--- config.mk ---
export PLATFORM = sky130hd
export DESIGN_NAME = pll3w_programmer
export DESIGN_NICKNAME = d
export VERILOG_FILES = /design/src/rtl/pll3w_pkg.sv /design/src/rtl/pll3w_tick.sv /design/src/rtl/pll3w_shift.sv /design/src/rtl/pll3w_seq.sv /design/src/rtl/pll3w_programmer.sv
export SDC_FILE = /design/constraint.sdc
export NUM_CORES = 1
export LEC_CHECK = 0
export BUFFER_PORTS_ARGS = -buffer_cell sky130_fd_sc_hd__buf_2
export CORE_MARGIN = 5
export CORE_UTILIZATION = 50
export CTS_BUF_LIST = sky130_fd_sc_hd__clkbuf_2 sky130_fd_sc_hd__clkbuf_4 sky130_fd_sc_hd__clkbuf_8
export CTS_CLUSTER_DIAMETER = 60
export DETAILED_ROUTE_END_ITERATION = 7
export PLACE_DENSITY = 0.73
export SLEW_MARGIN = 5
export SYNTH_ARGS = -nofsm -noshare
export SYNTH_HDL_FRONTEND = slang
export SYNTH_SLANG_ARGS = --single-unit
--- constraint.sdc ---
create_clock -name clk -period 2.08 [get_ports clk]
set_clock_uncertainty 0.05 [all_clocks]
set_input_delay 0.312 -clock clk [delete_from_list [all_inputs] [get_ports clk]]
set_output_delay 0.312 -clock clk [all_outputs]
set_load 0.01 [all_outputs]
--- src/rtl/pll3w_pkg.sv ---
package pll3w_pkg;
  typedef enum logic [2:0] {
    PH_IDLE,
    PH_LOW,
    PH_HIGH,
    PH_LATCH,
    PH_GAP
  } phase_t;

  localparam logic [1:0] IDX_SET = 2'd0;
  localparam logic [1:0] IDX_REF = 2'd1;
  localparam logic [1:0] IDX_CNT = 2'd2;
endpackage

--- src/rtl/pll3w_tick.sv ---
module pll3w_tick #(
  parameter int HALF_DIV = 4
) (
  input  logic clk,
  input  logic rst_n,
  input  logic run_i,
  output logic tick_o
);
  localparam int CW = (HALF_DIV > 1) ? $clog2(HALF_DIV) : 1;
  localparam logic [CW-1:0] LAST = CW'(HALF_DIV - 1);

  logic [CW-1:0] cnt_q;

  assign tick_o = run_i && (cnt_q == LAST);

  always_ff @(posedge clk) begin
    if (!rst_n)                cnt_q <= '0;
    else if (!run_i || tick_o) cnt_q <= '0;
    else                       cnt_q <= cnt_q + 1'b1;
  end
endmodule

--- src/rtl/pll3w_shift.sv ---
module pll3w_shift
  import pll3w_pkg::*;
#(
  parameter int HALF_DIV     = 4,
  parameter int LATCH_HALVES = 2,
  parameter int MAX_W        = 23,
  parameter int LEN_W        = 5
) (
  input  logic             clk,
  input  logic             rst_n,
  input  logic             load_i,
  input  logic [MAX_W-1:0] word_i,
  input  logic [LEN_W-1:0] len_i,
  output logic             sclk_o,
  output logic             sdata_o,
  output logic             latch_o,
  output logic             frame_done_o
);
  localparam int LH_W = $clog2(LATCH_HALVES + 1);
  localparam logic [LH_W-1:0] LH_LAST = LH_W'(LATCH_HALVES - 1);

  phase_t           ph_q;
  logic [MAX_W-1:0] sr_q;
  logic [LEN_W-1:0] bits_q;
  logic [LH_W-1:0]  hcnt_q;
  logic             sclk_q, le_q, fdone_q;
  logic             tick;

  pll3w_tick #(.HALF_DIV(HALF_DIV)) u_tick (
    .clk   (clk),
    .rst_n (rst_n),
    .run_i (ph_q != PH_IDLE),
    .tick_o(tick)
  );

  always_ff @(posedge clk) begin
    if (!rst_n) begin
      ph_q    <= PH_IDLE;
      sr_q    <= '0;
      bits_q  <= '0;
      hcnt_q  <= '0;
      sclk_q  <= 1'b0;
      le_q    <= 1'b0;
      fdone_q <= 1'b0;
    end else begin
      fdone_q <= 1'b0;
      case (ph_q)
        PH_IDLE: if (load_i) begin
          sr_q   <= word_i;
          bits_q <= len_i;
          ph_q   <= PH_LOW;
        end
        PH_LOW: if (tick) begin
          sclk_q <= 1'b1;
          ph_q   <= PH_HIGH;
        end
        PH_HIGH: if (tick) begin
          sclk_q <= 1'b0;
          if (bits_q == LEN_W'(1)) begin
            le_q   <= 1'b1;
            hcnt_q <= '0;
            ph_q   <= PH_LATCH;
          end else begin
            sr_q   <= sr_q << 1;
            bits_q <= bits_q - 1'b1;
            ph_q   <= PH_LOW;
          end
        end
        PH_LATCH: if (tick) begin
          if (hcnt_q == LH_LAST) begin
            le_q <= 1'b0;
            sr_q <= '0;
            ph_q <= PH_GAP;
          end else begin
            hcnt_q <= hcnt_q + 1'b1;
          end
        end
        PH_GAP: if (tick) begin
          ph_q    <= PH_IDLE;
          fdone_q <= 1'b1;
        end
        default: ph_q <= PH_IDLE;
      endcase
    end
  end

  assign sclk_o       = sclk_q;
  assign sdata_o      = sr_q[MAX_W-1];
  assign latch_o      = le_q;
  assign frame_done_o = fdone_q;
endmodule

--- src/rtl/pll3w_seq.sv ---
module pll3w_seq
  import pll3w_pkg::*;
#(
  parameter int SET_W  = 16,
  parameter int REF_W  = 18,
  parameter int N_W    = 14,
  parameter int A_W    = 7,
  parameter int ADDR_W = 2,
  parameter logic [ADDR_W-1:0] CNT_ADDR = 2'b01,
  parameter int MAX_W  = 23,
  parameter int LEN_W  = 5
) (
  input  logic             clk,
  input  logic             rst_n,
  input  logic             start_i,
  input  logic             counter_only_i,
  input  logic [SET_W-1:0] settings_i,
  input  logic [REF_W-1:0] ref_i,
  input  logic [N_W-1:0]   n_i,
  input  logic [A_W-1:0]   a_i,
  input  logic             frame_done_i,
  output logic             load_o,
  output logic [MAX_W-1:0] word_o,
  output logic [LEN_W-1:0] len_o,
  output logic             busy_o,
  output logic             done_o
);
  localparam int CNT_W = N_W + A_W + ADDR_W;
  localparam int NFR   = 3;

  function automatic int frame_len(input int idx);
    case (idx)
      0:       return SET_W;
      1:       return REF_W;
      default: return CNT_W;
    endcase
  endfunction

  logic [MAX_W-1:0] raw     [NFR];
  logic [MAX_W-1:0] aligned [NFR];
  logic [MAX_W-1:0] cap_q   [NFR];
  logic [1:0]       idx_q;
  logic             busy_q, done_q, load_q;

  assign raw[0] = MAX_W'(settings_i);
  assign raw[1] = MAX_W'(ref_i);
  assign raw[2] = MAX_W'({n_i, a_i, CNT_ADDR});

  for (genvar g = 0; g < NFR; g++) begin : g_align
    localparam int SH = MAX_W - frame_len(g);
    assign aligned[g] = raw[g] << SH;
  end

  always_ff @(posedge clk) begin
    if (!rst_n) begin
      busy_q <= 1'b0;
      done_q <= 1'b0;
      load_q <= 1'b0;
      idx_q  <= IDX_SET;
      for (int k = 0; k < NFR; k++) cap_q[k] <= '0;
    end else begin
      done_q <= 1'b0;
      load_q <= 1'b0;
      if (!busy_q) begin
        if (start_i) begin
          busy_q <= 1'b1;
          load_q <= 1'b1;
          idx_q  <= counter_only_i ? IDX_CNT : IDX_SET;
          for (int k = 0; k < NFR; k++) cap_q[k] <= aligned[k];
        end
      end else if (frame_done_i) begin
        if (idx_q == IDX_CNT) begin
          busy_q <= 1'b0;
          done_q <= 1'b1;
        end else begin
          idx_q  <= idx_q + 1'b1;
          load_q <= 1'b1;
        end
      end
    end
  end

  always_comb begin
    case (idx_q)
      IDX_SET: begin word_o = cap_q[0]; len_o = LEN_W'(SET_W); end
      IDX_REF: begin word_o = cap_q[1]; len_o = LEN_W'(REF_W); end
      default: begin word_o = cap_q[2]; len_o = LEN_W'(CNT_W); end
    endcase
  end

  assign load_o = load_q;
  assign busy_o = busy_q;
  assign done_o = done_q;
endmodule

--- src/rtl/pll3w_programmer.sv ---
module pll3w_programmer #(
  parameter int HALF_DIV     = 4,
  parameter int LATCH_HALVES = 2,
  parameter int SET_W        = 16,
  parameter int REF_W        = 18,
  parameter int N_W          = 14,
  parameter int A_W          = 7
) (
  input  logic             clk,
  input  logic             rst_n,
  input  logic             start_i,
  input  logic             counter_only_i,
  input  logic [SET_W-1:0] settings_i,
  input  logic [REF_W-1:0] ref_i,
  input  logic [N_W-1:0]   n_i,
  input  logic [A_W-1:0]   a_i,
  output logic             busy_o,
  output logic             done_o,
  output logic             sclk_o,
  output logic             sdata_o,
  output logic             latch_o
);
  localparam int ADDR_W = 2;
  localparam logic [ADDR_W-1:0] CNT_ADDR = 2'b01;
  localparam int CNT_W = N_W + A_W + ADDR_W;
  localparam int M1    = (SET_W > REF_W) ? SET_W : REF_W;
  localparam int MAX_W = (M1 > CNT_W) ? M1 : CNT_W;
  localparam int LEN_W = $clog2(MAX_W + 1);

  logic             load, fdone;
  logic [MAX_W-1:0] word;
  logic [LEN_W-1:0] len;

  pll3w_seq #(
    .SET_W(SET_W), .REF_W(REF_W), .N_W(N_W), .A_W(A_W),
    .ADDR_W(ADDR_W), .CNT_ADDR(CNT_ADDR), .MAX_W(MAX_W), .LEN_W(LEN_W)
  ) u_seq (
    .clk           (clk),
    .rst_n         (rst_n),
    .start_i       (start_i),
    .counter_only_i(counter_only_i),
    .settings_i    (settings_i),
    .ref_i         (ref_i),
    .n_i           (n_i),
    .a_i           (a_i),
    .frame_done_i  (fdone),
    .load_o        (load),
    .word_o        (word),
    .len_o         (len),
    .busy_o        (busy_o),
    .done_o        (done_o)
  );

  pll3w_shift #(
    .HALF_DIV(HALF_DIV), .LATCH_HALVES(LATCH_HALVES),
    .MAX_W(MAX_W), .LEN_W(LEN_W)
  ) u_shift (
    .clk         (clk),
    .rst_n       (rst_n),
    .load_i      (load),
    .word_i      (word),
    .len_i       (len),
    .sclk_o      (sclk_o),
    .sdata_o     (sdata_o),
    .latch_o     (latch_o),
    .frame_done_o(fdone)
  );
endmodule

==> results of run 1 <==
## layout make-up
cell class / count / area [sq um] / area share, %
Clock inverter: 7 / 58.8 / 1.12
Sequential cell: 99 / 2540 / 48.6
Clock buffer: 9 / 124 / 2.37
Tap cell: 108 / 135 / 2.58
Inverter: 10 / 37.5 / 0.718
Timing Repair Buffer: 83 / 503 / 9.62
Multi-Input combinational cell: 241 / 1830 / 35.0
## per-layer routing
layer / up-vias / track usage, %
li1: 1539 / -
met1: 1495 / 24.1
met2: 71 / 27.0
met3: 10 / 2.75
met4: 0 / 6.19
met5: - / 0
## flip-flops by register name, indices dropped and copies added (netlist names)
| signal | cells |
|---|---|
| u_seq.busy_o | 1 |
| u_shift.bits_q | 5 |
| u_shift.sr_q | 23 |
| u_shift.sclk_o | 1 |
| u_shift.u_tick.cnt_q | 2 |
| u_shift.frame_done_o | 1 |
| u_shift.ph_q | 3 |
| u_seq.idx_q | 2 |
| u_seq.done_o | 1 |
| u_shift.latch_o | 1 |
| u_shift.hcnt_q | 2 |
| u_seq.cap_q | 56 |
| u_seq.load_o | 1 |
## worst max-delay path by stage
| stage | from | to | slack, ns | cells past startpoint |
|---|---|---|---|---|
| floorplan | u_seq.idx_q[0] | u_shift.sr_q[16] | 0.32 | 8 |
| global placement | u_shift.hcnt_q[0] | u_shift.sr_q[22] | 0.32 | 7 |
| detailed placement | u_shift.hcnt_q[0] | u_shift.sr_q[11] | 0.22 | 7 |
| CTS | u_shift.hcnt_q[0] | u_shift.sr_q[18] | 0.19 | 7 |
| global route | u_shift.u_tick.cnt_q[0] | u_shift.sr_q[0] | 0.05 | 5 |
| finish | u_shift.hcnt_q[0] | u_shift.sr_q[18] | 0.18 | 7 |
## per-stage QoR
step / setup slack (ns) / area, sq um
3_5_place_dp: 0.219 / 5050
3_3_place_gp: 0.318 / 5050
2_1_floorplan: 0.324 / 4560
5_1_grt: 0.0529 / 5230
4_1_cts: 0.188 / 5230
6_report: 0.177 / 5230
## cell usage in the layout (no fill, tap or decap), types with 7 or more instances in the layout
master     netlist  layout
a2bb2oi_1       16      16
buf_4            3      17
and2_1          57      57
ha_1             7       7
edfxtp_1        56      56
dfxtp_1         43      43
o21ai_0          9       9
a22o_1          18      18
a21oi_1         30      30
clkbuf_8         0       9
buf_2            4      63
nor2_1          12      11
nand2_1         13      12
inv_1           10      10
o2bb2ai_2       10      10
## kinds of logic after synthesis
| family | synth area share (%) |
|---|---|
| AOI/OAI and AO/OA | 20.9 |
| muxes | 1.57 |
| and+or+nand+nor | 15.7 |
| buffers and inverters | 4.15 |
| DFF | 55.8 |
| adders and majority gates | 1.92 |
## power groups by stage
stage | Combinational (mW) | Sequential [mW] | Clock [mW]
final | 0.384 | 2.23 | 1.14
after global routing | 0.427 | 2.24 | 1.24
after CTS | 0.389 | 2.23 | 1.17
after detailed placement | 0.388 | 2.27 | 0
after global placement | 0.376 | 2.27 | 0
after floorplan | 0.254 | 2.26 | 0
## critical path, delay by kind of cell, from the launching register on
kind / cells / cell delay (ns)
DFF: 1 / 0.39
buffers and inverters: 2 / 0.45
adders and majority gates: 1 / 0.27
and+or+nand+nor: 2 / 0.33
AOI/OAI and AO/OA: 2 / 0.33
==> results.sh, run 1 <==
export IMPL_grt_pass1_wl_um=15500
export IMPL_nFillCells=731
export IMPL_cp_common_cell="buf_4"
export IMPL_synth_top_area_share_pct=36.9
export IMPL_worst_pin_slew_ns=0.458
export IMPL_gp_congestion=0.850
export IMPL_finalWirelength_um=9120
export IMPL_wl_met3_um=287
export IMPL_p_seq_share_pct=59.4
export IMPL_synth_edf_count=56
export IMPL_reg2reg_to="u_shift.sr_q[18]"
export IMPL_cp_slowest_cell="dfxtp_1"
export IMPL_placed_cells=541
export IMPL_r2r_slack_ns=0.18
export IMPL_crit_fanout=16
export IMPL_io_buffers=63
export IMPL_ys_flop_type="edfxtp_1"
export IMPL_cts_max_level=3
export IMPL_vias_per_cell=5.59
export IMPL_met2_length_um=4190
export IMPL_place_detailed_hpwl_um=6540
export IMPL_ir_drop_v=0.000385
export IMPL_yosysWarnings=0
export IMPL_yosysSeqAreaShare_pct=55.8
export IMPL_core_area_sq_mm=0.00881
export IMPL_finalCritPeriodShare_pct=91.5
export IMPL_postSynthAreaPerCell_sq_um=12.0
export IMPL_rows=34
export IMPL_cp_required_ns=2.31
export IMPL_grt_usage_pct=17.2
export IMPL_yosys_cell_count_top_type="and2_1"
export IMPL_synth_cells=380
export IMPL_crit_path_start_kind="flop"
export IMPL_min_path_type="primary input to flop"
export IMPL_synth_area_sq_mm=0.00455
export IMPL_grt_ovfl_total=0
export IMPL_rr_worst_depth=7
export IMPL_rr_startpoint="u_shift.hcnt_q[0]"
export IMPL_fp_dieArea_sq_mm=0.0111
export IMPL_syn_nets=446
export IMPL_arrival_ns=2.13
export IMPL_setup_viol=0
export IMPL_utilization_pct=59.4
export IMPL_min_to="u_seq.busy_o"
export IMPL_endpoint_kind="flop"
export IMPL_layout_cells_non_filler=557
export IMPL_synthArstFlopShare_pct=0
export IMPL_drt_initial_drc_count=185
export IMPL_switching_power_uw=936
export IMPL_ys_ff_latch=99
export IMPL_outcome="finished, final reports clean"
export IMPL_comb_power_share_pct=10.2
export IMPL_cts_buffers=9
export IMPL_p_int_mw=2.82
export IMPL_drc=0
export IMPL_drtAntennaViolNets=0
export IMPL_dr_pass1_iters=4
export IMPL_cts_root_buf="clkbuf_8"
export IMPL_clockBufferDepth=2
export IMPL_synth_top_area_cell="edfxtp_1"
export IMPL_hold_buffers=0
export IMPL_cts_tree="built"
export IMPL_top_layer="met4"
export IMPL_fin_nets=510
export IMPL_area_growth_pct=14.8
export IMPL_p_clk_share_pct=30.4
export IMPL_die_h_um=105
export IMPL_die_w_um=105
export IMPL_initial_core_util_pct=51.7
export IMPL_max_clock_freq_mhz=526
export IMPL_critPathKind="flop to flop"
export IMPL_synth_commonest_cells="and2_1, edfxtp_1, dfxtp_1"
export IMPL_post_cts_resized=0
export IMPL_max_cap_violations=0
export IMPL_hp_start="start_i"
export IMPL_rsz0062_at_grt="false"
export IMPL_tns_ns=0
export IMPL_grt_pass1_vias=3246
export IMPL_ys_types=50
export IMPL_final_max_slew_viol_count=0
export IMPL_synthTopCellsByArea="edfxtp_1, dfxtp_1, and2_1"
export IMPL_clkLatencyLatePin_ns=0.35
export IMPL_final_hold_viol_count=0
export IMPL_postCtsSetupRepairBufs=0
export IMPL_hold_depth=2
export IMPL_ios=64
export IMPL_drive_gt1_share_pct=28.5
export IMPL_hold_worst_slack_ns=0.149
export IMPL_grt_max_degree=57
export IMPL_total_power_mw=3.76
export IMPL_powerDensity_mw_per_mm2=718
export IMPL_antenna_found_initial=0
export IMPL_wl_met1_um=4510
export IMPL_cp_slowest_stage_delay_ns=0.39
export IMPL_slew_headroom_pct=69.4
export IMPL_p_sw_share_pct=24.9
export IMPL_num_vias=3115
export IMPL_fin_crit_ns=1.90
export IMPL_n_antenna_cell=0
export IMPL_leakagePower_nw=2.07
export IMPL_clkSlewWorstSetupHoldPaths_ns=0.11
export IMPL_cts_sink_count=99
export IMPL_wl_per_cell_um=16.4
export IMPL_path_cells="ha_1 > nand4_1 > o311ai_4 > buf_4 > nand3_2 > buf_4 > o2bb2ai_2"
Note: power is estimated with default switching activity, not from simulation.
==> run 2, diff against run 1 <==
Settings changed: PLACE_DENSITY 0.73 to 0.79.
==> run 2 against run 1 <==
Design area grew 0.45%; non-clock buffer count is the same; die area is the same; first-iteration DRC count grew 6.5%; core utilization grew 0.27 points; flip-flop and latch count is the same.
==> results.sh, run 2 (synthesis results as in run 1) <==
export IMPL_cts_root_buf="clkbuf_8"
export IMPL_fin_nets=510
export IMPL_area_growth_pct=15.3
export IMPL_slew_headroom_pct=64.3
export IMPL_ir_drop_v=0.000445
export IMPL_drtAntennaViolNets=0
export IMPL_rows=34
export IMPL_crit_path_start_kind="flop"
export IMPL_top_regs="u_seq.cap_q (56), u_shift.sr_q (23), u_shift.bits_q (5)"
export IMPL_cts_sink_count=99
export IMPL_cp_slowest_cell="o311ai_4"
export IMPL_grt_usage_pct=17.5
export IMPL_final_cell_mix="buf_2, and2_1, edfxtp_1"
export IMPL_hold_worst_slack_ns=0.140
export IMPL_grt_pass1_vias=3196
export IMPL_fp_dieArea_sq_mm=0.0111
export IMPL_antenna_found_initial=0
export IMPL_powerDensity_mw_per_mm2=719
export IMPL_num_vias=3140
export IMPL_cts_buffers=9
export IMPL_cp_slowest_stage_delay_ns=0.39
export IMPL_arrival_ns=2.14
export IMPL_tns_ns=0
export IMPL_hp_start="start_i"
export IMPL_path_cells="ha_1 > nand2_1 > o311ai_4 > buf_4 > a21oi_4 > buf_12 > o2bb2ai_1"
export IMPL_clockBufferDepth=2
export IMPL_ios=64
export IMPL_n_antenna_cell=0
export IMPL_final_max_slew_viol_count=0
export IMPL_wl_per_cell_um=16.9
export IMPL_leakagePower_nw=2.07
export IMPL_fin_crit_ns=1.93
export IMPL_rr_startpoint="u_shift.u_tick.cnt_q[0]"
export IMPL_min_path_type="primary input to flop"
export IMPL_clkLatencyLatePin_ns=0.36
export IMPL_cp_top_family="compound AO/OA/AOI/OAI gates"
export IMPL_gp_congestion=0.870
export IMPL_dr_pass1_iters=4
export IMPL_finalCritPeriodShare_pct=92.9
export IMPL_die_w_um=105
export IMPL_crit_fanout=16
export IMPL_rsz0062_at_grt="false"
export IMPL_drt_initial_drc_count=197
export IMPL_grt_max_degree=57
export IMPL_initial_core_util_pct=51.7
export IMPL_clkSlewWorstSetupHoldPaths_ns=0.10
export IMPL_die_h_um=105
export IMPL_drc=0
export IMPL_core_area_sq_mm=0.00881
export IMPL_final_hold_viol_count=0
export IMPL_path_buf_inv=2
export IMPL_fin_ws_ns=0.148
export IMPL_io_buffers=63
export IMPL_cp_required_ns=2.28
export IMPL_drive_gt1_share_pct=28.7
export IMPL_mostFrequentLayoutCell="buf_2"
export IMPL_grt_pass1_wl_um=15600
export IMPL_top_register="u_seq.cap_q"
export IMPL_critPathKind="flop to flop"
export IMPL_max_cap_violations=0
export IMPL_max_clock_freq_mhz=518
export IMPL_cts_max_level=3
export IMPL_hold_buffers=0
export IMPL_largest_register_ffs=56
export IMPL_cts_tree="built"
export IMPL_crit_start="u_shift.u_tick.cnt_q[0]"
export IMPL_total_power_mw=3.78
export IMPL_worst_pin_slew_ns=0.535
export IMPL_finalWirelength_um=9400
export IMPL_outcome="finished, final reports clean"
export IMPL_vias_per_cell=5.64
export IMPL_pre_cts_slack_ns=0.138
export IMPL_endpoint_kind="flop"
export IMPL_place_detailed_hpwl_um=6700
export IMPL_setup_viol=0
export IMPL_grt_ovfl_total=0
## run 2: changes by cell type in the layout (fill, tap and decap cells not counted)
cell        delta
clkinv_2       -1
nand3_2        -1
buf_12         +1
clkinv_4       +1
and2_1         -1
nand3_4        +1
clkinvlp_4     +1
buf_4          -1
inv_6          -1
and2_2         +1
## run 2: cell type report
class / count / area, sq um
Clock buffer: 9 / 124
Multi-Input combinational cell: 241 / 1840
Fill cell: 674 / 3550
Tap cell: 108 / 135
Sequential cell: 99 / 2540
Timing Repair Buffer: 83 / 515
Inverter: 10 / 37.5
Clock inverter: 7 / 61.3
## run 2: layer usage
layer  global-route usage [%]  routed length, um  vias to the layer above
met3                     3.24                419                       14
met4                     6.28                138                        0
li1                         -                  -                     1534
met5                        0                  0                        -
met2                     27.9               4440                       92
met1                     24.1               4400                     1500
## run 2: timing repair
item,in CTS,in global routing
setup buffers,0,0
endpoints found under the hold margin,0,0
endpoints found under the setup margin,0,14
gates resized for setup,0,2
## run 2: worst paths after layout
path                            cells past startpoint  slack [ns]                      end
worst min register to register                      1        0.42  u_shift.u_tick.cnt_q[0]
worst min-delay path                                2        0.14             u_seq.busy_o
worst max-delay path                                7        0.15         u_shift.sr_q[11]
worst max register to register                      7        0.15         u_shift.sr_q[11]
## run 2: power by group
part           internal [mW]  switching, mW
combinational          0.190          0.207
clock                  0.453          0.694
sequential              2.18         0.0493
## run 2: through the flow
step / std cells / util, % / area, sq um
4_1_cts: 557 / 59.5 / 5240
3_3_place_gp: 541 / 57.4 / 5060
3_5_place_dp: 541 / 57.4 / 5060
6_report: 557 / 59.6 / 5250
2_1_floorplan: 380 / - / 4560
5_1_grt: 557 / 59.6 / 5250
